==> src/rtl/arb_node_pkg.sv <==
package arb_node_pkg;
  typedef enum logic {
    BUS_IDLE = 1'b0,
    BUS_HELD = 1'b1
  } bus_state_t;
endpackage

==> src/rtl/arb_bus_tracker.sv <==
// Replicated bus model: every node runs this identically from the shared vector.
module arb_bus_tracker
  import arb_node_pkg::*;
#(
  parameter int NODES = 4,
  parameter int IW    = $clog2(NODES)
) (
  input  logic             clk,
  input  logic             rst,
  input  logic [NODES-1:0] req_bus_i,
  output logic             grant_o,
  output logic [IW-1:0]    grant_idx_o,
  output logic             retire_o,
  output logic [IW-1:0]    retire_idx_o
);
  bus_state_t    state_q;
  logic [IW-1:0] owner_q;
  logic [IW-1:0] top_idx;

  always_comb begin
    top_idx = '0;
    for (int i = 0; i < NODES; i++) begin
      if (req_bus_i[i]) top_idx = IW'(i);
    end
  end

  assign grant_o      = (state_q == BUS_IDLE) && (|req_bus_i);
  assign grant_idx_o  = top_idx;
  assign retire_o     = (state_q == BUS_HELD) && !req_bus_i[owner_q];
  assign retire_idx_o = owner_q;

  always_ff @(posedge clk) begin
    if (rst) begin
      state_q <= BUS_IDLE;
      owner_q <= '0;
    end else if (grant_o) begin
      state_q <= BUS_HELD;
      owner_q <= top_idx;
    end else if (retire_o) begin
      state_q <= BUS_IDLE;
    end
  end

  // a held bus with its owner still requesting keeps the same owner
  a_r7_no_preempt: assert property (@(posedge clk) disable iff (rst)
    (state_q == BUS_HELD && req_bus_i[owner_q]) |=> (state_q == BUS_HELD && $stable(owner_q)));
endmodule

==> src/rtl/arb_lockout.sv <==
// Honour rule: remembers lower-index requesters pending at release.
module arb_lockout #(
  parameter int NODES = 4,
  parameter int IDX   = 0,
  parameter int IW    = $clog2(NODES)
) (
  input  logic             clk,
  input  logic             rst,
  input  logic             release_i,
  input  logic [NODES-1:0] req_bus_i,
  input  logic             retire_i,
  input  logic [IW-1:0]    retire_idx_i,
  output logic             locked_o
);
  localparam logic [NODES-1:0] LOWER = NODES'((64'd1 << IDX) - 64'd1);

  logic [NODES-1:0] pend_q;
  logic [NODES-1:0] retire_mask;

  always_comb begin
    retire_mask = '0;
    if (retire_i) retire_mask[retire_idx_i] = 1'b1;
  end

  always_ff @(posedge clk) begin
    if (rst) begin
      pend_q <= '0;
    end else if (release_i) begin
      pend_q <= req_bus_i & LOWER;
    end else begin
      pend_q <= pend_q & ~retire_mask;
    end
  end

  assign locked_o = |pend_q;

  // between releases the pending set only loses members
  a_r6_pend_shrinks: assert property (@(posedge clk) disable iff (rst)
    !release_i |=> ((pend_q & ~$past(pend_q)) == '0));
endmodule

==> src/rtl/dist_arb_node.sv <==
module dist_arb_node #(
  parameter int NODES = 4,
  parameter int IDX   = 0
) (
  input  logic             clk,
  input  logic             rst,
  input  logic             want_i,
  input  logic             done_i,
  input  logic [NODES-1:0] req_bus_i,
  output logic             req_o,
  output logic             own_o
);
  localparam int IW = (NODES > 1) ? $clog2(NODES) : 1;

  logic          req_q, own_q;
  logic          grant, retire, locked, release_now;
  logic [IW-1:0] grant_idx, retire_idx;

  arb_bus_tracker #(.NODES(NODES), .IW(IW)) u_track (
    .clk         (clk),
    .rst         (rst),
    .req_bus_i   (req_bus_i),
    .grant_o     (grant),
    .grant_idx_o (grant_idx),
    .retire_o    (retire),
    .retire_idx_o(retire_idx)
  );

  assign release_now = own_q && done_i;

  arb_lockout #(.NODES(NODES), .IDX(IDX), .IW(IW)) u_lock (
    .clk         (clk),
    .rst         (rst),
    .release_i   (release_now),
    .req_bus_i   (req_bus_i),
    .retire_i    (retire),
    .retire_idx_i(retire_idx),
    .locked_o    (locked)
  );

  always_ff @(posedge clk) begin
    if (rst) begin
      req_q <= 1'b0;
      own_q <= 1'b0;
    end else begin
      if (release_now) begin
        req_q <= 1'b0;
        own_q <= 1'b0;
      end else begin
        if (!req_q && want_i && !locked) req_q <= 1'b1;
        if (grant && grant_idx == IW'(IDX)) own_q <= 1'b1;
      end
    end
  end

  assign req_o = req_q;
  assign own_o = own_q;

  // an owner keeps its request line up
  a_r5_owner_requests: assert property (@(posedge clk) disable iff (rst)
    own_q |-> req_q);
  // done on an owner clears request and ownership together
  a_r5_release: assert property (@(posedge clk) disable iff (rst)
    (own_q && done_i) |=> (!own_q && !req_q));
  // ownership is only taken by a node whose line was visible on the bus
  a_r3_grant_visible: assert property (@(posedge clk) disable iff (rst)
    $rose(own_q) |-> $past(req_bus_i[IDX]));
  // no request is raised while locked out
  a_r6_no_raise_locked: assert property (@(posedge clk) disable iff (rst)
    $rose(req_q) |-> !$past(locked));
endmodule

==> config.mk <==
export PLATFORM = sky130hd
export DESIGN_NAME = dist_arb_node
export DESIGN_NICKNAME = d
export VERILOG_FILES = /design/src/rtl/arb_node_pkg.sv /design/src/rtl/arb_bus_tracker.sv /design/src/rtl/arb_lockout.sv /design/src/rtl/dist_arb_node.sv
export SDC_FILE = /design/constraint.sdc
export NUM_CORES = 1
export LEC_CHECK = 0
export BUFFER_PORTS_ARGS = -buffer_cell sky130_fd_sc_hd__buf_2
export CAP_MARGIN = 20
export CORE_AREA = 3 3 40 42
export CTS_CLUSTER_DIAMETER = 200
export DETAILED_ROUTE_END_ITERATION = 8
export DIE_AREA = 0 0 43 45
export HOLD_SLACK_MARGIN = 0.1
export SLEW_MARGIN = 5
export SYNTH_ARGS = -nofsm -noshare
export SYNTH_HDL_FRONTEND = slang
export SYNTH_SLANG_ARGS = --single-unit
==> constraint.sdc <==
create_clock -name clk -period 1.7 [get_ports clk]
set_input_delay 0.17 -clock clk [delete_from_list [all_inputs] [get_ports clk]]
set_output_delay 0.17 -clock clk [all_outputs]
set_load 0.05 [all_outputs]
==> results.md <==
* Status: finished clean
* I/O pin count at 10
* Period minus WS final at 1.05 ns
* Starting Density at 30.4%
* Cells along the critical path: buf_2
* Hold WC Path Type: input port to register
* RSZ-0062 raised after global routing: false
* Largest net degree at the start of global routing at 8
* Drt drc at 0
* Final setup TNS at 0 ns
* Synth top area cells: dfxtp_1, o311a_1, a21oi_1
* EDFF count, synth at 0
* Power Density at 1030 nW/um^2
* Fin. max-slew vios at 0
* Post-Layout Cell Count at 69
* CP max stage cell: dfxtp_1
* Post-synth top area cell: dfxtp_1
* Synth cell types at 21
* Critical path class: register to primary output
* Synth warnings at 0
* Post-synth top area share at 46.2%
* Max Cap Viol at 0
* Clock-pin slew on the worst setup and hold paths at ~0.06 ns
* ANT cells at 0
* Vias at 340
* Layout cells sized above 1 at between 20% and 30%
* Clock root buffer master: clkbuf_4
* Critical path startpoint: own_o
* Average wire per standard cell at 11.5 um
* Avg Cell Area, Syn at 9.52 um^2
* Die ar. at roughly 1900 um^2
* Die span in y at ~45 um
* # placed instances at 65
* Setup Fix Bufs, Post-CTS at 0
* Routed WL at 795 um
* Top cells by count, synth: dfxtp_1, nor2_1, a21oi_1, nand2_1
* CTS tree: built
* Grt ovf at 0
* Row cnt at 13
* Buf/Inv on CP at 1
* Ratio of final minimum period to clock period at between 60% and 70%
* Worst setup EP type: primary output
* Final Hold Fails at 0
* Max_slew headroom at 71.6%
* Clock Latency Late Sink at 0.26 ns
* CORE AREA at roughly 1300 um^2
* Clock buffer depth at 2
* Final setup fails at 0
* Reg2reg start: u_track.state_q
* Crit-path max cell delay at 0.34 ns
* CP delay by family, top: flip-flops
* Number of global-route vias before repair at 339
* CP Data Arrival Time at 0.88 ns
* Worst Path Max Fanout at 3
* Hold wc startpoint: rst
* Post-placement setup slack at 0.677 ns
* Final instance area at 480 um^2
* Antenna Nets Post-Route at 0
* Sequential fraction of the synthesis area at 46.2%
* CP required at 1.53 ns
* Die X at around 43 um
* CTS Sinks at 9
* Final worst slack at 0.654 ns
* DRT iter0 DRCs at 6
* First-pass GRT wire length at 1410 um
* DP Wirelength at 635 um
* Cts hold-fix bufs at 0
* GPL Wtd Cong at about 0.8
* GRT Total Usage at 10.3%
* Max Fclk at 956 MHz
* Initial antenna violation count at 0
* Most common cell in the synthesized netlist: dfxtp_1
* Startpoint types: register
* Layout area overhead at 23.1%
* LEAKAGE at between 0.2 and 0.25 nW
* Top FF cell, synth: dfxtp_1
* Max Clock Skew at 0.00347 ns
* Post-Syn Nets at 49
* Clock buffer count from CTS at 3
* Worst-margin pin slew at 0.426 ns
* Final hold slack at 0.142 ns
* Worst R2R Setup Slack at 0.66 ns
* Synth Register Bits at 9
* Avg Vias per Cell at between 4 and 5
* Synth Cell Area at 390 um^2
* H-tree Lvls at 1
* DR pass1 iterations at 4
* Fin nets at 63
* Cells after Synth at 41
* Synth async-reset ratio at 0%
* Worst VDD drop at 0.494 mV
* IO Port Bufs at 9
* Resize count post-CTS at 0
* Dpl cell area at about 450 um^2
[per-layer routing]
| metal | GRT usage (%) | up-vias | wire length (um) |
|---|---|---|---|
| li1 | - | 175 | - |
| met1 | 11.2 | 154 | 350 |
| met2 | 16.8 | 11 | 368 |
| met3 | 7.17 | 0 | 75 |
| met4 | 1.81 | 0 | 0 |
| met5 | 0 | - | 0 |
[layout make-up]
type	count	area (um^2)
repair buffers	9	45.0
well taps	15	18.8
clock buffers	4	26.3
flip-flops and latches	9	180
inverters	2	7.51
fillers	146	805
multi-input cells	30	203
[flip-flops by register name, indices dropped and copies added, names as in the netlist]
name                  count
u_lock.pend_q             4
u_track.retire_idx_o      2
req_o                     1
u_track.state_q           1
own_o                     1
[metrics by stage]
step           util (%)  total power, mW
2_1_floorplan         -            0.303
3_3_place_gp       35.3            0.329
3_5_place_dp       35.3            0.330
4_1_cts            37.4            0.500
5_1_grt            37.4            0.531
6_report           37.4            0.493
[path summary, 6_finish.rpt]
check | cells past startpoint | to
setup / recovery | 1 | own_o
hold reg to reg | 1 | u_lock.pend_q[3]
hold / removal | 2 | u_track.retire_idx_o[1]
setup reg to reg | 3 | u_track.state_q
[kinds of logic (layout without fill, tap and decap cells)]
kind of cell | count (synthesis) | in the layout | share of synthesized area (%)
AOI/OAI and AO/OA | 11 | 11 | 20.2
muxes | 1 | 1 | 2.56
and+or+nand+nor | 18 | 18 | 29.2
buffers and inverters | 2 | 15 | 1.92
DFF | 9 | 9 | 46.2
[placed cells by master (no fill, tap or decap), types with 2 or more instances in the layout]
cell / Yosys / layout
buf_2: 0 / 9
dfxtp_1: 9 / 9
nor2_1: 4 / 4
a21oi_1: 3 / 3
nand2_1: 3 / 3
clkbuf_4: 0 / 3
and3_1: 2 / 2
o311a_1: 2 / 2
o21a_1: 2 / 2
inv_1: 2 / 2
o21ai_0: 2 / 2
[where the power goes]
part / switching [mW] / internal, mW / total (mW)
Combinational: 0.0412 / 0.0397 / 0.0809
Clock: 0.0778 / 0.0907 / 0.168
Sequential: 0.0186 / 0.225 / 0.244
Total: 0.138 / 0.356 / 0.493
Note: power is estimated with default switching activity, not from simulation.
